===== src/rtl/i2c_rr_pkg.sv =====
package i2c_rr_pkg;

  localparam int DEV_W  = 7;
  localparam int BYTE_W = 8;
  localparam int BIT_CW = $clog2(BYTE_W);

  // Bus symbols; each occupies four quarter phases.
  typedef enum logic [2:0] {
    SYM_START,
    SYM_RSTART,
    SYM_STOP,
    SYM_WBIT,
    SYM_RBIT
  } sym_e;

  typedef enum logic [2:0] {
    ST_IDLE,
    ST_START,
    ST_WBYTE,
    ST_WACK,
    ST_RSTART,
    ST_RBYTE,
    ST_MNACK,
    ST_STOP
  } seq_e;

  // Address byte: device address above the direction bit (1 = read).
  function automatic logic [BYTE_W-1:0] addr_byte(logic [DEV_W-1:0] dev, logic rnw);
    return {dev, rnw};
  endfunction

  // Line drive for one quarter: {scl_low, sda_low}.
  function automatic logic [1:0] bus_drive(sym_e s, logic b, logic [1:0] q);
    logic [1:0] r;
    r = 2'b00;
    case (s)
      SYM_START: begin
        case (q)
          2'd0:    r = 2'b00;
          2'd1:    r = 2'b01;
          2'd2:    r = 2'b01;
          default: r = 2'b11;
        endcase
      end
      SYM_RSTART: begin
        case (q)
          2'd0:    r = 2'b10;
          2'd1:    r = 2'b00;
          2'd2:    r = 2'b01;
          default: r = 2'b11;
        endcase
      end
      SYM_STOP: begin
        case (q)
          2'd0:    r = 2'b11;
          2'd1:    r = 2'b01;
          default: r = 2'b00;
        endcase
      end
      SYM_WBIT: r = {(q == 2'd0) || (q == 2'd3), ~b};
      SYM_RBIT: r = {(q == 2'd0) || (q == 2'd3), 1'b0};
      default:  r = 2'b00;
    endcase
    return r;
  endfunction

endpackage


===== src/rtl/rr_qtick.sv =====
module rr_qtick #(
  parameter int QDIV = 125
) (
  input  logic clk,
  input  logic rst_n,
  input  logic en,
  output logic tick
);
  generate
    if (QDIV <= 1) begin : g_every
      assign tick = en;
    end else begin : g_count
      localparam int CW = $clog2(QDIV);
      logic [CW-1:0] cnt_q;
      always_ff @(posedge clk) begin
        if (!rst_n || !en)              cnt_q <= '0;
        else if (cnt_q == CW'(QDIV-1))  cnt_q <= '0;
        else                            cnt_q <= cnt_q + 1'b1;
      end
      assign tick = en && (cnt_q == CW'(QDIV-1));
    end
  endgenerate
endmodule


===== src/rtl/rr_bitphy.sv =====
module rr_bitphy
  import i2c_rr_pkg::*;
#(
  parameter int QDIV        = 125,
  parameter int SYNC_STAGES = 2
) (
  input  logic clk,
  input  logic rst_n,
  input  logic req,
  input  sym_e req_sym,
  input  logic req_bit,
  output logic active,
  output logic sym_done,
  output logic rbit,
  output logic scl_low,
  output logic sda_low,
  input  logic sda_in
);
  logic       active_q;
  logic [1:0] qc_q;
  sym_e       sym_q;
  logic       bit_q;
  logic       scl_low_q, sda_low_q;
  logic       rbit_q;
  logic       tick;
  logic       sda_s;
  logic [1:0] drive_now;

  // Input synchroniser, depth chosen by parameter.
  logic [SYNC_STAGES:0] chain;
  assign chain[0] = sda_in;
  generate
    for (genvar g = 0; g < SYNC_STAGES; g++) begin : g_sync
      always_ff @(posedge clk) begin
        if (!rst_n) chain[g+1] <= 1'b1;
        else        chain[g+1] <= chain[g];
      end
    end
  endgenerate
  assign sda_s = chain[SYNC_STAGES];

  rr_qtick #(.QDIV(QDIV)) u_qtick (
    .clk  (clk),
    .rst_n(rst_n),
    .en   (active_q),
    .tick (tick)
  );

  assign drive_now = bus_drive(sym_q, bit_q, qc_q);

  always_ff @(posedge clk) begin
    if (!rst_n) begin
      active_q  <= 1'b0;
      qc_q      <= 2'd0;
      sym_q     <= SYM_STOP;
      bit_q     <= 1'b1;
      scl_low_q <= 1'b0;
      sda_low_q <= 1'b0;
      rbit_q    <= 1'b1;
    end else begin
      if (req && !active_q) begin
        sym_q    <= req_sym;
        bit_q    <= req_bit;
        qc_q     <= 2'd0;
        active_q <= 1'b1;
      end
      if (active_q) begin
        {scl_low_q, sda_low_q} <= drive_now;
        if (tick) begin
          if (qc_q == 2'd1) rbit_q <= sda_s;
          if (qc_q == 2'd3) active_q <= 1'b0;
          else              qc_q <= qc_q + 2'd1;
        end
      end
    end
  end

  assign active   = active_q;
  assign sym_done = active_q && tick && (qc_q == 2'd3);
  assign rbit     = rbit_q;
  assign scl_low  = scl_low_q;
  assign sda_low  = sda_low_q;

  AST_SDA_QUIET_SCL_HIGH: assert property (@(posedge clk) disable iff (!rst_n)
    (!scl_low_q && !$past(scl_low_q) && (sda_low_q != $past(sda_low_q)))
      |-> ($past(sym_q) == SYM_START || $past(sym_q) == SYM_RSTART || $past(sym_q) == SYM_STOP))
    else $error("SDA moved under high SCL outside a bus condition");

  AST_SYMBOL_ENDS_IDLE: assert property (@(posedge clk) disable iff (!rst_n)
    sym_done |=> !active_q)
    else $error("symbol did not end after its fourth quarter");
endmodule


===== src/rtl/rr_seq.sv =====
module rr_seq
  import i2c_rr_pkg::*;
(
  input  logic              clk,
  input  logic              rst_n,
  input  logic              go,
  input  logic [DEV_W-1:0]  dev_addr,
  input  logic [BYTE_W-1:0] word_addr,
  input  logic              phy_active,
  input  logic              sym_done,
  input  logic              rbit,
  output logic              req,
  output sym_e              req_sym,
  output logic              req_bit,
  output logic              busy,
  output logic              done,
  output logic              nack_err,
  output logic [BYTE_W-1:0] rd_data
);
  seq_e              state_q;
  logic              pending_q;
  logic [DEV_W-1:0]  dev_q;
  logic [BYTE_W-1:0] word_q;
  logic [BYTE_W-1:0] sh_q;
  logic [BYTE_W-1:0] rx_q;
  logic [BYTE_W-1:0] rd_q;
  logic [BIT_CW-1:0] bitc_q;
  logic [1:0]        idx_q;
  logic              done_q, err_q;
  logic [BYTE_W-1:0] rx_next;

  assign rx_next = {rx_q[BYTE_W-2:0], rbit};

  // Symbol requested in each state.
  always_comb begin
    req_sym = SYM_STOP;
    req_bit = 1'b1;
    case (state_q)
      ST_START:  req_sym = SYM_START;
      ST_WBYTE:  begin req_sym = SYM_WBIT; req_bit = sh_q[BYTE_W-1]; end
      ST_WACK:   req_sym = SYM_RBIT;
      ST_RSTART: req_sym = SYM_RSTART;
      ST_RBYTE:  req_sym = SYM_RBIT;
      ST_MNACK:  begin req_sym = SYM_WBIT; req_bit = 1'b1; end
      default:   req_sym = SYM_STOP;
    endcase
  end

  assign req = (state_q != ST_IDLE) && !pending_q && !phy_active;

  always_ff @(posedge clk) begin
    if (!rst_n) begin
      state_q   <= ST_IDLE;
      pending_q <= 1'b0;
      dev_q     <= '0;
      word_q    <= '0;
      sh_q      <= '0;
      rx_q      <= '0;
      rd_q      <= '0;
      bitc_q    <= '0;
      idx_q     <= 2'd0;
      done_q    <= 1'b0;
      err_q     <= 1'b0;
    end else begin
      done_q <= 1'b0;
      if (req) pending_q <= 1'b1;
      if (state_q == ST_IDLE) begin
        if (go) begin
          dev_q   <= dev_addr;
          word_q  <= word_addr;
          err_q   <= 1'b0;
          state_q <= ST_START;
        end
      end else if (sym_done) begin
        pending_q <= 1'b0;
        case (state_q)
          ST_START: begin
            sh_q    <= addr_byte(dev_q, 1'b0);
            bitc_q  <= BIT_CW'(BYTE_W-1);
            idx_q   <= 2'd0;
            state_q <= ST_WBYTE;
          end
          ST_WBYTE: begin
            if (bitc_q == '0) state_q <= ST_WACK;
            else begin
              bitc_q <= bitc_q - 1'b1;
              sh_q   <= {sh_q[BYTE_W-2:0], 1'b0};
            end
          end
          ST_WACK: begin
            if (rbit) begin
              err_q   <= 1'b1;
              state_q <= ST_STOP;
            end else if (idx_q == 2'd0) begin
              sh_q    <= word_q;
              bitc_q  <= BIT_CW'(BYTE_W-1);
              idx_q   <= 2'd1;
              state_q <= ST_WBYTE;
            end else if (idx_q == 2'd1) begin
              state_q <= ST_RSTART;
            end else begin
              bitc_q  <= BIT_CW'(BYTE_W-1);
              state_q <= ST_RBYTE;
            end
          end
          ST_RSTART: begin
            sh_q    <= addr_byte(dev_q, 1'b1);
            bitc_q  <= BIT_CW'(BYTE_W-1);
            idx_q   <= 2'd2;
            state_q <= ST_WBYTE;
          end
          ST_RBYTE: begin
            rx_q <= rx_next;
            if (bitc_q == '0) begin
              rd_q    <= rx_next;
              state_q <= ST_MNACK;
            end else bitc_q <= bitc_q - 1'b1;
          end
          ST_MNACK: state_q <= ST_STOP;
          default: begin
            state_q <= ST_IDLE;
            done_q  <= 1'b1;
          end
        endcase
      end
    end
  end

  assign busy     = (state_q != ST_IDLE);
  assign done     = done_q;
  assign nack_err = err_q;
  assign rd_data  = rd_q;

  AST_NACK_GOES_STOP: assert property (@(posedge clk) disable iff (!rst_n)
    (sym_done && state_q == ST_WACK && rbit) |=> (state_q == ST_STOP && err_q))
    else $error("missing acknowledge not followed by STOP");

  AST_WORD_ACK_TO_RSTART: assert property (@(posedge clk) disable iff (!rst_n)
    (sym_done && state_q == ST_WACK && !rbit && idx_q == 2'd1) |=> (state_q == ST_RSTART))
    else $error("word address not followed by repeated START");

  AST_DONE_SINGLE: assert property (@(posedge clk) disable iff (!rst_n)
    done_q |=> !done_q)
    else $error("done longer than one cycle");

  AST_GO_IGNORED_BUSY: assert property (@(posedge clk) disable iff (!rst_n)
    (busy && go) |=> ($stable(dev_q) && $stable(word_q)))
    else $error("request taken while busy");
endmodule


===== src/rtl/i2c_rr_master.sv =====
module i2c_rr_master
  import i2c_rr_pkg::*;
#(
  parameter int QDIV        = 125,
  parameter int SYNC_STAGES = 2
) (
  input  logic       clk,
  input  logic       rst_n,
  input  logic       go,
  input  logic [6:0] dev_addr,
  input  logic [7:0] word_addr,
  output logic       busy,
  output logic       done,
  output logic       nack_err,
  output logic [7:0] rd_data,
  output logic       scl_low,
  output logic       sda_low,
  input  logic       sda_in
);
  logic phy_active, sym_done, rbit, req, req_bit;
  sym_e req_sym;

  rr_seq u_seq (
    .clk       (clk),
    .rst_n     (rst_n),
    .go        (go),
    .dev_addr  (dev_addr),
    .word_addr (word_addr),
    .phy_active(phy_active),
    .sym_done  (sym_done),
    .rbit      (rbit),
    .req       (req),
    .req_sym   (req_sym),
    .req_bit   (req_bit),
    .busy      (busy),
    .done      (done),
    .nack_err  (nack_err),
    .rd_data   (rd_data)
  );

  rr_bitphy #(.QDIV(QDIV), .SYNC_STAGES(SYNC_STAGES)) u_phy (
    .clk     (clk),
    .rst_n   (rst_n),
    .req     (req),
    .req_sym (req_sym),
    .req_bit (req_bit),
    .active  (phy_active),
    .sym_done(sym_done),
    .rbit    (rbit),
    .scl_low (scl_low),
    .sda_low (sda_low),
    .sda_in  (sda_in)
  );

  AST_BUS_FREE_IDLE: assert property (@(posedge clk) disable iff (!rst_n)
    !busy |-> (!scl_low && !sda_low))
    else $error("line held while idle");
endmodule


===== config.mk =====
export PLATFORM = sky130hd
export DESIGN_NAME = i2c_rr_master
export DESIGN_NICKNAME = d
export VERILOG_FILES = /design/src/rtl/i2c_rr_pkg.sv /design/src/rtl/rr_qtick.sv /design/src/rtl/rr_bitphy.sv /design/src/rtl/rr_seq.sv /design/src/rtl/i2c_rr_master.sv
export SDC_FILE = /design/constraint.sdc
export NUM_CORES = 1
export LEC_CHECK = 0
export ABC_AREA = 1
export BUFFER_PORTS_ARGS = -buffer_cell sky130_fd_sc_hd__buf_2
export CAP_MARGIN = 20
export CORE_UTILIZATION = 30
export DETAILED_ROUTE_END_ITERATION = 16
export GPL_TIMING_DRIVEN = 0
export PLACE_DENSITY = 0.5
export SYNTH_ARGS = -nofsm -noshare
export SYNTH_HDL_FRONTEND = slang
export SYNTH_SLANG_ARGS = --single-unit
export TNS_END_PERCENT = 1

===== constraint.sdc =====
create_clock -name clk -period 2.5 [get_ports clk]
set_input_delay 0.5 -clock clk [delete_from_list [all_inputs] [get_ports clk]]
set_output_delay 0.5 -clock clk [all_outputs]
set_load 0.01 [all_outputs]

Yosys cells after proc, flatten, opt, wreduce, memory -nomap -nowiden
Cells that the tools add are included.
{"block": "word_totals", "ramBits": 0, "n_memories": 0, "ff_bits": 68, "output_inout_bits": 13, "mem_bits_ro": 0, "latchBits": 0, "elab_cells": 135, "input_bits": 19}
{"block": "classes", "shifts": 0, "magnitude_cmp": 0, "n_div": 0, "reduce_logical": 40, "n_mux": 44, "n_eq_ne": 23, "bitwise_logic": 4, "addsub": 3, "multipliers": 0}
{"cell": "$mux W3", "count": 11}
{"cell": "$pmux W8 S4", "count": 1}
{"cell": "$mux W8", "count": 3}
{"cell": "$mux W1", "count": 15}
{"cell": "$pmux W3 S5", "count": 1}
{"cell": "$eq A3 B2 Y1 const B", "count": 4}
{"cell": "$eq A3 B3 Y1 const B", "count": 4}
{"cell": "$mux W2", "count": 6}
{"cell": "$pmux W2 S3", "count": 2}
{"cell": "$pmux W3 S4", "count": 1}
{"cell": "$reduce_and A4 Y1", "count": 3}
{"cell": "$reduce_and A6 Y1", "count": 2}
{"cell": "$reduce_or A2 Y1", "count": 6}
{"cell": "$pmux W2 S5", "count": 1}
{"cell": "$logic_not A3 Y1", "count": 3}
{"cell": "$pmux W3 S3", "count": 1}
{"cell": "$reduce_bool A3 Y1", "count": 3}
{"cell": "$ne A2 B2 Y1 const B", "count": 4}
{"cell": "$pmux W2 S2", "count": 2}
{"cell": "$add A7 B1 Y7 const B", "count": 1}
{"cell": "$eq A7 B7 Y1 const B", "count": 1}
{"cell": "$eq A3 B1 Y1 const B", "count": 2}
{"cell": "$logic_and A1 B1 Y1", "count": 6}
{"cell": "$ne A3 B1 Y1 const B", "count": 2}
{"cell": "17 further kinds", "count": 29}

Depth between registers and ports, before layout
{"block": "depth", "word_depth": 8, "ltp_mapped": 11, "depth_no_buf": 10}

Cells and area by module
Synthesis repeated with hierarchy kept, for this count alone.
{"block": "hier_totals", "cells_unflattened": 455, "hier_area_um2": 3221.8}
{"mod": "rr_seq", "instances": 1, "seq_area_each_um2": 980.9, "cells_each": 328, "area_per_inst_um2": 2280.9}
{"mod": "rr_bitphy", "instances": 1, "seq_area_each_um2": 240.2, "cells_each": 81, "area_per_inst_um2": 589.3}
{"mod": "rr_qtick", "instances": 1, "seq_area_each_um2": 140.1, "cells_each": 46, "area_per_inst_um2": 351.6}

Worst setup path before layout
OpenSTA, ideal clock, no wires.
{"block": "synth_path", "path_kind": "register -> register", "from": "register u_phy.u_qtick.g_count.cnt_q[0]", "to": "register u_seq.rd_q[0], in the netlist u_seq.rd_data[0]", "arrival_ns": 1.336, "period_less_slack_ns": 1.448, "path_buffers": 0, "t_required_ns": 2.388, "path_stages_with_launch": 10, "setup_ns": 0.112, "path_slack_ns": 1.052, "path_cell_list": "dfxtp_1 > inv_1 > ha_1 > nand3_1 > nor2_4 > nand3_4 > nor2_8 > nand2_8 > o21bai_2 > nor2_2"}
{"block": "synth_via", "elab_chain_len": 5}
{"item": "start, declared", "line": "rr_qtick.sv:14", "text": "logic [CW-1:0] cnt_q;"}
{"item": "start signal, assigned", "line": "rr_qtick.sv:18", "text": "else cnt_q <= cnt_q + 1'b1;"}
{"item": "$eq A7 B7 Y1", "line": "rr_qtick.sv:20", "text": "assign tick = en && (cnt_q == CW'(QDIV-1));"}
{"item": "$logic_and A1 B1 Y1", "line": "rr_qtick.sv:20"}
{"item": "$logic_and A1 B1 Y1 (2 in a row)", "line": "rr_bitphy.sv:79", "text": "assign sym_done = active_q && tick && (qc_q == 2'd3);"}
{"item": "$reduce_and A4 Y1 (no line)"}
{"item": "end signal, assigned", "line": "rr_seq.sv:115", "text": "rd_q <= rx_next;"}
{"item": "end, declared", "line": "rr_seq.sv:26", "text": "logic [BYTE_W-1:0] rd_q;"}
Every way passes these cells.
A chain may end at the register's enable or synchronous reset.

Worst setup path in the final report
{"block": "layout_path", "from": "register u_seq.state_q[1]", "to": "output port busy"}
{"block": "layout_via", "elab_chain_len": 1}
{"item": "start, declared", "line": "rr_seq.sv:20", "text": "seq_e state_q;"}
{"item": "start signal, assigned", "line": "rr_seq.sv:53", "text": "state_q <= ST_IDLE;"}
{"item": "start signal, assigned", "line": "rr_seq.sv:72", "text": "state_q <= ST_START;"}
{"item": "start signal, assigned", "line": "rr_seq.sv:81", "text": "state_q <= ST_WBYTE;"}
{"item": "$reduce_bool A3 Y1", "line": "rr_seq.sv:129", "text": "assign busy = (state_q != ST_IDLE);"}
{"item": "end, declared", "line": "i2c_rr_master.sv:12", "text": "output logic busy,"}
Every way passes these cells.

==> flow_summary.yaml <==
critical_path:
  critPathMaxStageDelay_ns: 0.30
  critical_path.startpoint_type: "flop"
  cp.arrival_ns: 1.35
  end_kind: "primary output"
  worstSetupPathType: "reg2out"
  crit_buf_inv: 4
  crit_slowest_cell: "dfxtp_1"
  crit_family: "buffers and inverters"
  r2r_slack_ns: 0.77
  worst_r2r_path_depth: 9
  critPathRequiredTime_ns: 2.00
  crit_chain: "buf_4, inv_2, nand2_1, buf_4, buf_2"
  reg2reg_to: "u_seq.sh_q[7]"
  regToRegStartpoint: "u_seq.state_q[2]"
  path_common_cell: "buf_4"
  crit_fanout: 10
synth:
  ys_seq_elements: 68
  syn_nets: 475
  synth_top_family_by_area: "simple AND/OR/NAND/NOR gates"
  ys_seq_area_frac: 0.408
  synth.avg_cell_area_um2: 7.47
  synth.distinct_cells: 36
  synthSimpleGateAreaFrac: 0.362
  netlist_instances: 447
  yosysWarnings: 0
  synth.area.mux_share: 0
  synth_compound_area_frac: 0.116
  yosys.area_share.xor_xnor: 0.00787
  syn_area_um2: 3340
  synth_fa_ha_area_frac: 0.0337
job:
  drv_cap: 0
routing:
  wl_per_cell_um: 12.2
  drt_iter0_markers: 138
  wl_um: 7750
  dr.pass1.iters: 11
  vias: 2912
  drc: 0
  antenna_left: 0
  drt-vias-per-instance: 4.60
layout:
  multi_input_area_um2: 1740
  final_common_cell: "nand2_1"
  diodes: 0
  seq_area_um2: 1360
  fin_nets: 516
  final_cell_mix: "115 x nand2_1, 68 x dfxtp_1, 41 x nor2_1, 41 x nand3_1, 40 x a21oi_1"
  layout-drive-gt1-share: 0.211
  nFillCells: 1166
  area.growth.synth_to_final_pct: 17.5
clock_network:
  clkSlewWorstSetupHoldPaths_ns: 0.08
  cts_buffers: 9
  clk_latency_ns: 0.36
  cts-resized-gates: 0
  hold_buffers: 0
  cts_tree: "built"
  cts_sinks: 68
  h-tree-depth: 3
  cts.path.max_buffers: 2
  cts_root_buffer: "clkbuf_8"
  post_cts_buffers: 0
pwr:
  p_int_w: 0.00212
  totalPowerFinal_w: 0.00305
  swShare: 0.306
  pwr-share-seq: 0.402
  clkPwrFrac: 0.383
  switchingPower_w: 0.000932
  vdd_drop_max_mv: 0.251
  leakage_nw: 1.70
  powerDensity_nw_per_um2: 777
  comb_power_share: 0.216
global_route:
  track_usage: 0.150
  grt_pass1_wl_um: 13300
  antenna_found_initial: 0
  grt_pass1_vias: 2747
  grt_max_degree: 13
  overflow: 0
timing:
  tns_ns: 0
  setup_viol: 0
  relSlewSlack: 0.633
  report.final.slew_viol_count: 0
  hold_violations: 0
  skew_ns: 0.00864
  period_share: 0.741
  rsz0062_at_grt: "false"
  max_freq_mhz: 540
  fin_crit_ns: 1.85
  tightest_slew_ns: 0.551
floorplanning:
  io_pins: 32
  dieArea_um2: 11600
  num_rows: 38
  core_um2: 10800
  start_util: 0.308
  dieWidth_um: 107
  die_h_um: 107
hold_path:
  hold_class: "in2reg"
  min_from: "sda_in"
  holdPathStages: 2
  holdPathEnd: "u_phy.chain[1]"
placed_design:
  numPortBuffers: 30
  dp_hpwl_um: 5730
  routabilityCongestion: 0.824
run_status:
  status: "completed"
==> metrics by stage <==
stage	utilization	std cells	hold slack (ns)	setup slack (ns)	area, µm²
global placement	0.338	617	0.398	0.802	3660
detailed placement	0.338	617	0.400	0.807	3660
finish	0.362	633	0.327	0.648	3920
CTS	0.362	633	0.309	0.634	3920
floorplan	-	447	0.393	1.05	3340
global route	0.362	633	0.321	0.563	3920
==> per-layer routing <==
layer / GRT usage / vias up / share of wire
li1: - / 1526 / -
met1: 0.195 / 1342 / 0.50
met2: 0.233 / 35 / 0.46
met5: 0 / - / 0
met3: 0.0315 / 9 / 0.026
met4: 0.0734 / 0 / 0.0099
==> power by group through the flow <==
stage | combinational, W | sequential, W | clock (W)
floorplan | 0.000496 | 0.00124 | 0
global placement | 0.000657 | 0.00125 | 0
detailed placement | 0.000657 | 0.00125 | 0
CTS | 0.000659 | 0.00122 | 0.00121
global route | 0.000752 | 0.00124 | 0.00125
finish | 0.000657 | 0.00122 | 0.00117
==> worst reg2reg max path, delay by kind of cell (launching register included) <==
family | cells | cell delay [ns]
simple gates | 7 | 1.05
flops | 1 | 0.32
buf+inv | 2 | 0.27
==> flip-flops by register name, indices dropped and copies added, names as in the netlist, 2 cells and up <==
signal,cells
u_seq.word_q,8
u_seq.dev_q,7
u_phy.u_qtick.g_count.cnt_q,7
u_seq.rd_data,8
u_seq.idx_q,2
u_seq.bitc_q,3
u_seq.state_q,3
u_phy.qc_q,2
u_seq.rx_q,7
u_seq.sh_q,8
u_phy.sym_q,3
==> synthesized netlist by cell type <==
cell	n	area [µm²]
a211oi_1	1	7.51
nand4_2	1	12.5
and3_2	1	7.51
clkbuf_1	6	22.5
or2_2	3	18.8
buf_1	1	3.75
nand3_4	1	17.5
nor3b_1	2	15.0
xnor2_1	3	26.3
inv_2	2	7.51
nor2_2	20	125
clkinv_2	1	5.00
nand3_2	3	30.0
nor2_8	2	40.0
clkinv_8	1	16.3
dfxtp_1	68	1360
inv_1	33	124
nand2_2	1	6.26
nand3b_1	8	60.1
o211ai_1	4	30.0
nand2_4	1	11.3
nor2_1	41	154
o21bai_2	8	90.1
a21oi_1	40	200
nand2_8	1	20.0
o31ai_1	1	7.51
buf_2	5	25.0
nand2_1	115	432
nand4_1	2	12.5
nor2_4	2	22.5
o21ai_0	9	45.0
ha_1	9	113
buf_4	5	37.5
nor3_1	4	20.0
a31oi_1	1	6.26
nand3_1	41	205
==> layout make-up <==
type,instances,area share
clock inverter,5,0.0271
timing repair buffer,30,0.0383
buffer,17,0.0227
multi-input combinational,325,0.443
sequential,68,0.347
inverter,37,0.0389
clock buffer,11,0.0386
tap,140,0.0447
==> cell families (layout without fill, tap and decap cells) <==
family,count (synthesis),in the layout
compound gates,64,64
xor+xnor,3,3
buf+inv,54,100
fa+ha+maj,9,9
flops,68,68
simple gates,249,249
==> worst max-delay path by stage <==
| stage | cells after the start | slack [ns] | end | startpoint |
|---|---|---|---|---|
| floorplan | 9 | 1.05 | u_seq.rd_data[0] | u_phy.u_qtick.g_count.cnt_q[0] |
| global placement | 9 | 0.80 | u_seq.sh_q[7] | u_seq.state_q[2] |
| detailed placement | 9 | 0.81 | u_seq.sh_q[1] | u_seq.state_q[2] |
| CTS | 5 | 0.63 | busy | u_seq.state_q[1] |
| global route | 5 | 0.56 | busy | u_seq.state_q[1] |
| finish | 5 | 0.65 | busy | u_seq.state_q[1] |
No activity file was read; power rests on OpenSTA's default activity.
